==> src/rtl/pwrctl_pkg.sv <==
package pwrctl_pkg;

    localparam int BIT_TRIG   = 0;
    localparam int BIT_LEN    = 1;
    localparam int BIT_PLVL   = 2;
    localparam int BIT_PCLR   = 3;
    localparam int BIT_SPARE  = 4;
    localparam int BIT_SOFF   = 5;
    localparam int BIT_STOP   = 6;
    localparam int BIT_PFAIL  = 7;

    typedef struct packed {
        logic fs_trig;
        logic fs_stop;
        logic len_long;
        logic por_clr;
        logic soft_off;
        logic pf_clr;
    } cmd_t;

    typedef struct packed {
        logic len_long;
        logic por_level;
        logic spare;
        logic pf;
    } cfg_t;

    function automatic cmd_t decode_cmd(input logic we, input logic [7:0] d);
        cmd_t c;
        c.fs_trig  = we & d[BIT_TRIG];
        c.fs_stop  = we & d[BIT_STOP];
        c.len_long = d[BIT_LEN];
        c.por_clr  = we & d[BIT_PCLR];
        c.soft_off = we & d[BIT_SOFF];
        c.pf_clr   = we & d[BIT_PFAIL];
        return c;
    endfunction

    function automatic logic [7:0] pack_rd(input cfg_t c);
        logic [7:0] r;
        r            = '0;
        r[BIT_LEN]   = c.len_long;
        r[BIT_PLVL]  = c.por_level;
        r[BIT_SPARE] = c.spare;
        r[BIT_PFAIL] = c.pf;
        return r;
    endfunction

endpackage

==> src/rtl/pwrctl_failsafe.sv <==
module pwrctl_failsafe #(
    parameter int TICKS_SHORT = 5,
    parameter int TICKS_LONG  = 21
) (
    input  logic clk,
    input  logic rst,
    input  logic trig,
    input  logic stop,
    input  logic len_long,
    input  logic tick,
    output logic expire
);
    localparam int CW = $clog2(TICKS_LONG + 1);

    logic [CW-1:0] cnt;
    logic          run;

    always_ff @(posedge clk) begin
        if (rst) begin
            cnt    <= '0;
            run    <= 1'b0;
            expire <= 1'b0;
        end else begin
            expire <= 1'b0;
            if (stop) begin
                cnt <= '0;
                run <= 1'b0;
            end else if (trig) begin
                cnt <= len_long ? CW'(TICKS_LONG) : CW'(TICKS_SHORT);
                run <= 1'b1;
            end else if (run && tick) begin
                if (cnt == CW'(1)) begin
                    cnt    <= '0;
                    run    <= 1'b0;
                    expire <= 1'b1;
                end else begin
                    cnt <= cnt - CW'(1);
                end
            end
        end
    end

    AST_FS_STOP_WINS: assert property (@(posedge clk) disable iff (rst)
        stop |=> (!run && cnt == '0 && !expire));
    AST_FS_TRIG_RUNS: assert property (@(posedge clk) disable iff (rst)
        (trig && !stop) |=> run);
    AST_FS_COUNT_RANGE: assert property (@(posedge clk) disable iff (rst)
        cnt <= CW'(TICKS_LONG));
    AST_FS_IDLE_ZERO: assert property (@(posedge clk) disable iff (rst)
        !run |-> cnt == '0);

endmodule

==> src/rtl/pwrctl_por.sv <==
module pwrctl_por #(
    parameter int PULSE_LEN = 8
) (
    input  logic clk,
    input  logic rst,
    input  logic trig,
    input  logic level_mode,
    input  logic clr,
    output logic por
);
    localparam int CW = $clog2(PULSE_LEN + 1);

    logic [CW-1:0] pcnt;
    logic          held;

    always_ff @(posedge clk) begin
        if (rst) begin
            pcnt <= '0;
            held <= 1'b0;
        end else begin
            if (trig && !level_mode)
                pcnt <= CW'(PULSE_LEN);
            else if (pcnt != '0)
                pcnt <= pcnt - CW'(1);

            if (trig && level_mode)
                held <= 1'b1;
            else if (clr)
                held <= 1'b0;
        end
    end

    assign por = held | (pcnt != '0);

    AST_POR_HELD: assert property (@(posedge clk) disable iff (rst)
        (held && !clr) |=> held);
    AST_POR_PULSE_RANGE: assert property (@(posedge clk) disable iff (rst)
        pcnt <= CW'(PULSE_LEN));
    AST_POR_PULSE_START: assert property (@(posedge clk) disable iff (rst)
        (trig && !level_mode) |=> por);

endmodule

==> src/rtl/pwrctl_reg.sv <==
module pwrctl_reg
    import pwrctl_pkg::*;
#(
    parameter int TICKS_SHORT = 5,
    parameter int TICKS_LONG  = 21,
    parameter int POR_PULSE   = 8
) (
    input  logic       clk,
    input  logic       rst,
    input  logic       wr_en,
    input  logic [7:0] wr_data,
    output logic [7:0] rd_data,
    input  logic       tick,
    input  logic       batt_switch,
    input  logic       por_trig,
    output logic       pwr_off_req,
    output logic       por_out
);
    cmd_t cmd;
    cfg_t cfg;
    logic soft_off_q;
    logic fs_expire;

    assign cmd = decode_cmd(wr_en, wr_data);

    always_ff @(posedge clk) begin
        if (rst) begin
            cfg        <= '0;
            soft_off_q <= 1'b0;
        end else begin
            soft_off_q <= cmd.soft_off;
            if (wr_en) begin
                cfg.len_long  <= wr_data[BIT_LEN];
                cfg.por_level <= wr_data[BIT_PLVL];
                cfg.spare     <= wr_data[BIT_SPARE];
            end
            if (batt_switch)
                cfg.pf <= 1'b1;
            else if (cmd.pf_clr)
                cfg.pf <= 1'b0;
        end
    end

    assign rd_data     = pack_rd(cfg);
    assign pwr_off_req = soft_off_q | fs_expire;

    pwrctl_failsafe #(
        .TICKS_SHORT (TICKS_SHORT),
        .TICKS_LONG  (TICKS_LONG)
    ) u_failsafe (
        .clk      (clk),
        .rst      (rst),
        .trig     (cmd.fs_trig),
        .stop     (cmd.fs_stop),
        .len_long (cmd.len_long),
        .tick     (tick),
        .expire   (fs_expire)
    );

    pwrctl_por #(
        .PULSE_LEN (POR_PULSE)
    ) u_por (
        .clk        (clk),
        .rst        (rst),
        .trig       (por_trig),
        .level_mode (cfg.por_level),
        .clr        (cmd.por_clr),
        .por        (por_out)
    );

    AST_PF_STICKY: assert property (@(posedge clk) disable iff (rst)
        (rd_data[BIT_PFAIL] && !(wr_en && wr_data[BIT_PFAIL])) |=> rd_data[BIT_PFAIL]);
    AST_PF_SET: assert property (@(posedge clk) disable iff (rst)
        batt_switch |=> rd_data[BIT_PFAIL]);
    AST_SOFT_OFF: assert property (@(posedge clk) disable iff (rst)
        (wr_en && wr_data[BIT_SOFF]) |=> pwr_off_req);

endmodule

==> config.mk <==
export PLATFORM = sky130hd
export DESIGN_NAME = pwrctl_reg
export DESIGN_NICKNAME = d
export VERILOG_FILES = /design/src/rtl/pwrctl_pkg.sv /design/src/rtl/pwrctl_failsafe.sv /design/src/rtl/pwrctl_por.sv /design/src/rtl/pwrctl_reg.sv
export SDC_FILE = /design/constraint.sdc
export NUM_CORES = 1
export LEC_CHECK = 0
export ABC_AREA = 1
export BUFFER_PORTS_ARGS = -buffer_cell sky130_fd_sc_hd__buf_2
export CORE_MARGIN = 8
export CORE_UTILIZATION = 45
export DETAILED_ROUTE_END_ITERATION = 10
export HOLD_SLACK_MARGIN = 0.05
export PLACE_DENSITY = 0.7
export SETUP_SLACK_MARGIN = 0.05
export SLEW_MARGIN = 10
export SYNTH_ARGS = -nofsm -noshare
export SYNTH_HDL_FRONTEND = slang
export SYNTH_SLANG_ARGS = --single-unit
==> constraint.sdc <==
create_clock -name clk -period 2.02 [get_ports clk]
set_clock_uncertainty 0.15 [all_clocks]
set_input_delay 0.101 -clock clk [delete_from_list [all_inputs] [get_ports clk]]
set_output_delay 0.101 -clock clk [all_outputs]
set_load 0.01 [all_outputs]
Word level (Yosys, flattened, before mapping) --
Index checks and enable logic that the tools add are counted.
Storage, ports and cells: logic and storage cells 50, flip-flop bits (word level) 17, output and inout bits 10
Cells by class: eq/ne operators 1, $add $sub $neg 2, multiplexer cells 14, bitwise gates (word level) 8, reduce and logical (&&, ||, !) cells 14
Operators by type and width (number):
- 5-bit 2-to-1 mux | 4
- 2-bit nonzero test | 5
- 1-bit 2-to-1 mux | 8
- 4-bit 2-to-1 mux | 2
- 1-bit bitwise AND | 5
- 5-bit by 1-bit equality test with 1-bit output (second input constant) | 1
- 5-bit by 1-bit subtractor with 5-bit output (second input constant) | 1
- 4-bit nonzero test | 1
- 2-bit OR reduction | 2
- 4-bit OR reduction | 1
- 4-bit by 1-bit subtractor with 4-bit output (second input constant) | 1
- 1-bit logical AND | 3
- 1-bit OR | 2
- 2-bit AND reduction | 1
- 1-bit logical NOT | 1
- 1-bit inverter | 1

Depth between registers and ports, before layout --
Gate-level depths: netlist of run 1.
depth in word-level cells 4, depth in mapped cells 7, gate-level depth less buffers 7

By module --
A second synthesis of run 1 with hierarchy kept.
Unflattened totals: cell total of the unflattened synthesis 128, area total of the unflattened synthesis 908.4 sq um
By module, submodules not included:
- pwrctl_failsafe | area an instance 386.6 sq um, instances 1, cells each 55
- pwrctl_por | area an instance 282.8 sq um, instances 1, cells each 39
- pwrctl_reg | area an instance 239.0 sq um, instances 1, cells each 34

Least setup slack after synthesis of run 1 --
Ideal clock, no wire load.
path type register -> output, start register u_por.pcnt[0], end output por_out, cell stages (with the launch flop) 5, required time 1.769 ns, setup slack 0.757 ns, arrival time 1.012 ns, cells stage by stage dfxtp_1 inv_1 ha_1 nand3_1 or2_2
On the way: word-level cells in the longest chain between the ends 2
Ends and longest elaborated chain:
- from (decl) | RTL line pwrctl_por.sv:13 | logic [CW-1:0] pcnt;
- from (signal assigned) | RTL line pwrctl_por.sv:22 | pcnt <= CW'(PULSE_LEN);
- from (signal assigned) | RTL line pwrctl_por.sv:24 | pcnt <= pcnt - CW'(1);
- 4-bit nonzero test | RTL line pwrctl_por.sv:33 | assign por = held | (pcnt != '0);
- 1-bit OR | RTL line pwrctl_por.sv:33
- to (decl) | RTL line pwrctl_reg.sv:17 | output logic por_out
Every way passes these cells.

Final worst setup path of run 1 --
start input wr_data[5], end register soft_off_q
On the way: word-level cells in the longest chain between the ends 1
Ends and longest elaborated chain:
- from (decl) | RTL line pwrctl_reg.sv:11 | input logic [7:0] wr_data,
- 1-bit bitwise AND | RTL line pwrctl_pkg.sv:34 | c.soft_off = we & d[BIT_SOFF];
- to (signal assigned) | RTL line pwrctl_reg.sv:31 | soft_off_q <= cmd.soft_off;
- to (decl) | RTL line pwrctl_reg.sv:21 | logic soft_off_q;
Every way passes these cells. A chain may end at the register's enable or synchronous reset.

==> summary.txt, run 1 <==
# diodes -> 0
Post CTS Setup Buffer Count -> 0
Initial antenna violation count -> 0
Crit. path cell count -> 6
Worst IR Drop VDD -> 0.520 mV
Area Overhead vs Synth -> 32.1%
Synth warn -> 0
Non-filler instance count after layout -> 183
Vias in the first global route -> 857
Hpwl dp -> 1.47 mm
Final Core Density -> 60.7%
Count of TritonRoute iterations in the first routing pass -> 4
Buf/Inv on CP -> 4
Worst Setup End Kind -> flop
CTS tree -> yes
Commonest non-fill, non-tap cell in the layout -> nand2_1
Core ar. -> 1880 sq um
Total Routing Usage GR -> 13.5%
Clock buffer depth -> 2
Die area -> 3580 sq um
Nets -> 175
IO Pins -> 24
Congestion Overflow GR -> 0
Post-Syn Instances -> 120
# port buffers -> 19
Initial DRC Count -> 16
Drt total wl -> 2.07 mm
Layout cells sized above 1 -> 19.9%
# resized after CTS -> 0
Slew Limit Fails -> 0
Worst path max stage delay -> 0.54 ns
Largest net degree at the start of global routing -> 11
CP top delay family -> buffers and inverters
Run status -> completed
Worst Path Arrival -> 1.91 ns
Power Density -> 749 nW/um^2
Syn Area/Cell -> 7.20 sq um
Most used cell, CP -> dlygate4sd3_1
Worst reg2reg path depth -> 8
Hold crit path type -> in -> reg
Clock latency on the worst-skew pair -> 0.29 ns
Num CTS Buffers -> 3
Commonest cells after routing, fill and taps aside -> nand2_1, buf_2, dfxtp_1
Die height -> 59.8 microns
Leakage dissipation -> 0.000559 uW
Slowest CP cell -> dlygate4sd3_1
Startpoint Class -> primary input
Post-synthesis sequential area ratio -> 39.4%
Worst-path clk slew -> 0.10 ns
Width of the die -> 59.8 microns
First-pass GRT wire length -> 3.71 mm
Hold Path Cell Cnt -> 3
Crit Path Class -> in -> reg
Fin crit share -> 92.9%
DR vias -> 851
Fin crit period -> 1.88 ns
Cell Area, Synth -> 865 sq um
Root Buffer -> clkbuf_4
Crit-path cells -> dlygate4sd3_1 > buf_2 > nand2_1 > dlygate4sd3_1 > nor2_1 > dlygate4sd3_1
Setup tns final -> 0 ns
Post-route antenna net violation count -> 0
DRC violation count after routing -> 0
RSZ-0062 raised after global routing -> false
DR WL/cell -> 11.3 microns
# setup viols final -> 0
H-tree levels -> 1
Max cap viols -> 0
Row Count -> 16
Post-DR vias/cell -> 4.65
Req. time, crit path -> 2.06 ns
Min Hold Slack -> 0.0530 ns
GPL Wtd Cong -> 0.846
Starting density of the core -> 45.9%
Seq cells post-synth -> 17
Clk sinks -> 17
Max FO, Critical Path -> 1
Hold Fails Final Rpt -> 0
Total power -> 856 uW
Placed insts -> 163
Synth cell types -> 22
Maximum clock rate -> 0.533 GHz
-- synth_stat cells --
cell type	n	share of area (%)
a211oi_1	1	0.87
a21oi_1	9	5.2
a31oi_1	2	1.4
buf_4	5	4.3
buf_6	1	1.3
conb_1	1	0.43
dfxtp_1	17	39
ha_1	4	5.8
inv_1	16	6.9
inv_2	2	0.87
nand2_1	22	9.6
nand2_2	2	1.4
nand2_4	2	2.6
nand3_1	10	5.8
nor2_1	14	6.1
nor2_2	1	0.72
nor3_1	2	1.2
o21ai_0	4	2.3
o21ai_1	1	0.58
o22ai_1	1	0.72
or2_2	2	1.4
xnor2_1	1	1.0
-- path summary, 6_finish.rpt --
check,start,endpoint,slack (ns)
min,wr_en,rd_data[2],0.05
max,wr_data[5],soft_off_q,0.14
max reg2reg,u_failsafe.cnt[1],u_failsafe.run,0.17
min reg2reg,u_por.pcnt[0],u_por.pcnt[0],0.34
-- what timing repair did --
action,in CTS,in global routing
hold endpoints to repair,15,0
setup endpoints to repair,0,1
hold buffers,17,0
-- metrics by stage --
step | worst slack, ns | instance area, sq um
after global routing | 0.0568 | 1140
after global placement | 0.631 | 956
after CTS | 0.0925 | 1150
after floorplan | 0.757 | 876
after detailed placement | 0.563 | 956
final | 0.144 | 1140
-- layout make-up --
class                           count  area (sq um)
Clock buffer                        4          26.3
Fill cell                         188           739
Inverter                           18          67.6
Multi-Input combinational cell     82           419
Sequential cell                    17           340
Tap cell                           27          33.8
Timing Repair Buffer               35           255
-- power by group --
part	leakage (uW)	internal, uW	switching (uW)
sequential	0.000140	371	25.7
combinational	0.000404	122	153
clock	0.0000150	76.9	107
total	0.000559	571	285
-- logic make-up (layout without fill, tap and decap cells) --
group | count (synthesis) | after routing | share of synthesized area [%]
simple gates | 55 | 55 | 28.8
compound gates | 18 | 18 | 11.1
xor+xnor | 1 | 1 | 1.01
fa+ha+maj | 4 | 4 | 5.79
flops | 17 | 17 | 39.4
buf+inv | 24 | 57 | 13.5
other cells | 1 | 4 | 0.434
-- layer usage --
layer | vias to the layer above | wire length [microns] | part of all wire (%) | track usage [%]
li1 | 440 | - | - | -
met1 | 393 | 902 | 43 | 14.8
met2 | 13 | 1030 | 49 | 24.2
met3 | 5 | 104 | 5.0 | 2.80
met4 | 0 | 40 | 1.9 | 6.12
met5 | - | 0 | 0 | 0
-- flip-flops by register name, summed over array words and instances (netlist names) --
name / count
u_failsafe.run: 1
u_por.held: 1
soft_off_q: 1
rd_data: 4
u_failsafe.cnt: 5
u_por.pcnt: 4
u_failsafe.expire: 1
-- worst min-delay path: stages --
cell     delay [ns]
buf_2          0.17
inv_1          0.12
a21oi_1        0.07
(Power assumes the default switching activity.)
==> run 2: changes to the inputs <==
--- a/config.mk
+++ b/config.mk
@@ -6,7 +6,7 @@
 export NUM_CORES = 1
 export LEC_CHECK = 0
 export ABC_AREA = 1
-export BUFFER_PORTS_ARGS = -buffer_cell sky130_fd_sc_hd__buf_2
+export BUFFER_PORTS_ARGS = -buffer_cell sky130_fd_sc_hd__clkbuf_2
 export CORE_MARGIN = 8
 export CORE_UTILIZATION = 45
 export DETAILED_ROUTE_END_ITERATION = 10
==> summary.txt, run 2 (synthesis gave the netlist of run 1 again) <==
DR vias -> 860 (+1.1%)
# diodes -> 0 (unchanged)
# resized after CTS -> 0 (unchanged)
Num CTS Buffers -> 3 (unchanged)
R2r setup slk -> 0.15 ns (-0.02 ns)
Nets -> 176 (+0.57%)
# port buffers -> 19 (unchanged)
# setup viols final -> 0 (unchanged)
Worst IR Drop VDD -> 0.529 mV (+1.6%)
FF/Latch Area -> 340 sq um (unchanged)
Vias in the first global route -> 882 (+2.9%)
CTS tree -> yes
Layout cells sized above 1 -> 20.4% (+0.51 points)
Worst Path Arrival -> 1.92 ns (about the same)
Core ar. -> 1880 sq um (unchanged)
Count of TritonRoute iterations in the first routing pass -> 4 (unchanged)
Commonest non-fill, non-tap cell in the layout -> nand2_1
Non-filler instance count after layout -> 184 (+0.55%)
Register bank with the most flops -> u_failsafe.cnt
Maximum clock rate -> 0.531 GHz (-0.35%)
Fillers -> 182 (-3.2%)
Fin crit period -> 1.88 ns (+0.00665 ns)
Starting density of the core -> 45.9% (unchanged)
Clk sinks -> 17 (unchanged)
Max cap viols -> 0 (unchanged)
IO Pins -> 24 (unchanged)
Crit Path Class -> in -> reg
Area Overhead vs Synth -> 33.4%
Die height -> 59.8 microns (unchanged)
Hpwl dp -> 1.49 mm (+0.88%)
Place WS -> 0.570 ns (+0.00705 ns)
Clock buffer depth -> 2 (unchanged)
Power Density -> 758 nW/um^2 (+1.3%)
Hold crit path type -> in -> reg
Worst-path clk slew -> 0.11 ns (about the same)
Die area -> 3580 sq um (unchanged)
Clock latency on the worst-skew pair -> 0.30 ns (about the same)
Run status -> completed
Initial DRC Count -> 12 (-4)
GPL Wtd Cong -> 0.818 (-3.3%)
Max FO, Critical Path -> 1 (unchanged)
Placed insts -> 163 (unchanged)
Max reg flops -> 5 (unchanged)
Post-route antenna net violation count -> 0 (unchanged)
Post CTS Setup Buffer Count -> 0 (unchanged)
H-tree levels -> 1 (unchanged)
Root Buffer -> clkbuf_4
Commonest cells after routing, fill and taps aside -> nand2_1, clkbuf_2, dlygate4sd3_1, dfxtp_1, inv_1
Drt total wl -> 2.19 mm (+5.4%)
Post-DR vias/cell -> 4.67 (+0.51%)
Row Count -> 16 (unchanged)
Slew Limit Fails -> 0 (unchanged)
Setup ws final -> 0.137 ns (-0.00664 ns)
DRC violation count after routing -> 0 (unchanged)
Largest net degree at the start of global routing -> 11 (unchanged)
Worst Setup End Kind -> flop
DR WL/cell -> 11.9 microns (+4.8%)
Fin crit share -> 93.2% (+0.33 points)
Multi-input gate area -> 419 sq um (unchanged)
Total Routing Usage GR -> 13.5% (unchanged)
Setup tns final -> 0 ns (unchanged)
RSZ-0062 raised after global routing -> false
Final Core Density -> 61.3% (+0.60 points)
Leakage dissipation -> 0.000568 uW (+1.6%)
Req. time, crit path -> 2.06 ns (about the same)
Width of the die -> 59.8 microns (unchanged)
Initial antenna violation count -> 0 (unchanged)
Hold Fails Final Rpt -> 0 (unchanged)
Startpoint Class -> primary input
First-pass GRT wire length -> 3.70 mm (-0.19%)
Congestion Overflow GR -> 0 (unchanged)
==> run 2: cell types whose count changed in the layout (fill, tap and decap cells not counted), sizes merged <==
cell         delta
dlygate4sd3     +1
clkinv          +1
clkbuf         +18
buf            -19
==> run 2: final timing paths <==
kind                       from           endpoint  cells after the start
setup / recovery     wr_data[5]         soft_off_q                      6
hold / removal            wr_en  u_failsafe.cnt[2]                      3
setup reg to reg  u_por.pcnt[0]      u_por.pcnt[3]                      6
hold reg to reg   u_por.pcnt[0]      u_por.pcnt[0]                      2
==> run 2: area by class of cell <==
class / instances / area share (%)
Sequential cell: 17 / 29.5
Clock inverter: 1 / 0.434
Clock buffer: 3 / 1.95
Multi-Input combinational cell: 82 / 36.3
Timing Repair Buffer: 36 / 23.0
Tap cell: 27 / 2.93
Inverter: 18 / 5.86
==> run 2: report_power, final <==
| group | switching [uW] | internal [uW] |
|---|---|---|
| Sequential | 25.4 | 371 |
| Clock | 116 | 73.9 |
| Combinational | 159 | 129 |
==> run 2: critical path, cell delays in order <==
cell and delay [ns]:
dlygate4sd3_1 0.54, clkbuf_2 0.11, nand2_1 0.05, dlygate4sd3_1 0.54
nor2_1 0.04, dlygate4sd3_1 0.54
==> run 2: layer usage <==
metal / track usage [%] / routed length, microns
met5: 0 / 0
met4: 6.80 / 51
met3: 2.80 / 73
met2: 25.2 / 1170
met1: 13.7 / 891
==> run 2: stage by stage <==
step	area, sq um	power (uW)	hold WS [ns]
after detailed placement	956	655	0.174
final	1150	875	0.0727
after CTS	1160	877	0.0689
after global routing	1150	935	0.107
after global placement	956	640	0.163
after floorplan	876	591	0.0201
==> run 2: what timing repair did <==
item,CTS,global route
hold buffers,18,0
endpoints found under the setup margin,0,1
hold endpoints to repair,15,0
==> run 3: changes to the inputs <==
--- a/config.mk
+++ b/config.mk
@@ -8,10 +8,9 @@
 export ABC_AREA = 1
 export BUFFER_PORTS_ARGS = -buffer_cell sky130_fd_sc_hd__clkbuf_2
 export CORE_MARGIN = 8
-export CORE_UTILIZATION = 45
+export CORE_UTILIZATION = 40
 export DETAILED_ROUTE_END_ITERATION = 10
 export HOLD_SLACK_MARGIN = 0.05
-export PLACE_DENSITY = 0.7
 export SETUP_SLACK_MARGIN = 0.05
 export SLEW_MARGIN = 10
 export SYNTH_ARGS = -nofsm -noshare
==> summary.txt, run 3 (synthesis gave the netlist of run 1 again) <==
Count of TritonRoute iterations in the first routing pass -> 4 (unchanged)
Setup tns final -> 0 ns (unchanged)
Vias in the first global route -> 780 (-12%)
Core ar. -> 2130 sq um (+13%)
Hpwl dp -> 1.46 mm (-1.9%)
Maximum clock rate -> 0.525 GHz (-1.2%)
Commonest cells after routing, fill and taps aside -> nand2_1, clkbuf_2, dfxtp_1
Slew Limit Fails -> 0 (unchanged)
Commonest non-fill, non-tap cell in the layout -> nand2_1
First-pass GRT wire length -> 3.40 mm (-8.0%)
Max cap viols -> 0 (unchanged)
Layout cells sized above 1 -> 21.3% (+0.91 points)
H-tree levels -> 1 (unchanged)
Starting density of the core -> 40.6% (-5.3 points)
Clock latency on the worst-skew pair -> 0.29 ns (about the same)
DR WL/cell -> 11.0 microns (-7.1%)
Final Core Density -> 53.5% (-7.8 points)
Hold Fails Final Rpt -> 0 (unchanged)
Hold crit path type -> in -> reg
Fin crit period -> 1.91 ns (+0.0233 ns)
Die height -> 62.5 microns (+4.4%)
Post CTS Setup Buffer Count -> 0 (unchanged)
Run status -> completed
# diodes -> 0 (unchanged)
Max FO, Critical Path -> 1 (unchanged)
Initial antenna violation count -> 0 (unchanged)
# port buffers -> 19 (unchanged)
Row Count -> 17 (+1)
Worst-path clk slew -> 0.10 ns (about the same)
Initial DRC Count -> 23 (+11)
Leakage dissipation -> 0.000557 uW (-2.0%)
Root Buffer -> clkbuf_4
Largest net degree at the start of global routing -> 11 (unchanged)
Area Overhead vs Synth -> 31.5%
Req. time, crit path -> 2.06 ns (about the same)
Width of the die -> 62.5 microns (+4.4%)
Congestion Overflow GR -> 0 (unchanged)
Register bank with the most flops -> u_failsafe.cnt
Crit Path Class -> in -> reg
Fillers -> 213 (+17%)
Die area -> 3910 sq um (+9.1%)
GPL Wtd Cong -> 0.801 (-2.1%)
Num CTS Buffers -> 3 (unchanged)
Startpoint Class -> primary input
Max reg flops -> 5 (unchanged)
Nets -> 174 (-1.1%)
Worst Setup End Kind -> flop
Min Hold Slack -> 0.0915 ns (+0.0188 ns)
Power Density -> 749 nW/um^2 (-1.3%)
Clock buffer depth -> 2 (unchanged)
Worst IR Drop VDD -> 0.522 mV (-1.3%)
CTS tree -> yes
# setup viols final -> 0 (unchanged)
Fin crit share -> 94.4% (+1.2 points)
DR vias -> 832 (-3.3%)
Post-DR vias/cell -> 4.55 (-2.7%)
Worst Path Arrival -> 1.94 ns (+0.02 ns)
RSZ-0062 raised after global routing -> false
Drt total wl -> 2.02 mm (-7.6%)
Total Routing Usage GR -> 10.4% (-3.1 points)
Non-filler instance count after layout -> 183 (-0.54%)
Placed insts -> 164 (+0.61%)
DRC violation count after routing -> 0 (unchanged)
Post-route antenna net violation count -> 0 (unchanged)
Clk sinks -> 17 (unchanged)
IO Pins -> 24 (unchanged)
-- run 3: worst paths after layout --
| path | from | endpoint | slack [ns] | cells past startpoint |
|---|---|---|---|---|
| setup / recovery | wr_data[5] | soft_off_q | 0.11 | 6 |
| setup reg to reg | u_failsafe.cnt[1] | u_failsafe.run | 0.21 | 8 |
| hold reg to reg | u_por.pcnt[0] | u_por.pcnt[0] | 0.34 | 2 |
| hold / removal | wr_en | u_failsafe.cnt[2] | 0.09 | 3 |
-- run 3: area by class of cell --
cell class | count | area (sq um) | share of cell area [%]
clock buffers | 3 | 22.5 | 1.98
multi-input cells | 82 | 422 | 37.1
well taps | 28 | 35.0 | 3.08
flip-flops and latches | 17 | 340 | 29.9
inverters | 18 | 67.6 | 5.94
clock inverters | 1 | 5.00 | 0.440
repair buffers | 34 | 245 | 21.6
-- run 3: layer usage --
metal	track usage, %	up-vias	part of all wire [%]
met5	0	-	0
met4	3.99	0	0.84
met3	4.48	2	4.8
met2	18.4	21	51
met1	10.6	367	43
li1	-	442	-
-- run 3: timing repair --
item,4_1_cts,5_1_grt
endpoints found under the setup margin,0,2
hold buffers,16,0
endpoints found under the hold margin,15,0
gates resized for setup,0,1
-- run 3: stage by stage --
step	total power (uW)	setup slack [ns]	area, sq um
2_1_floorplan	591	0.757	876
3_3_place_gp	642	0.628	957
3_5_place_dp	653	0.574	957
4_1_cts	862	0.118	1140
5_1_grt	912	0.0847	1140
6_report	851	0.114	1140
-- run 3: where the power goes --
part	leakage (uW)	switching [uW]	internal [uW]	total, uW
sequential	0.000140	24.7	371	396
clock	0.0000177	108	73.7	182
combinational	0.000399	152	122	273
total	0.000557	285	567	851
-- run 3: critical path, cell delays in order --
cell and delay [ns]:
dlygate4sd3_1 0.54, clkbuf_2 0.10, nand2_1 0.05, dlygate4sd3_1 0.55, nor2_1 0.04, dlygate4sd3_1 0.55
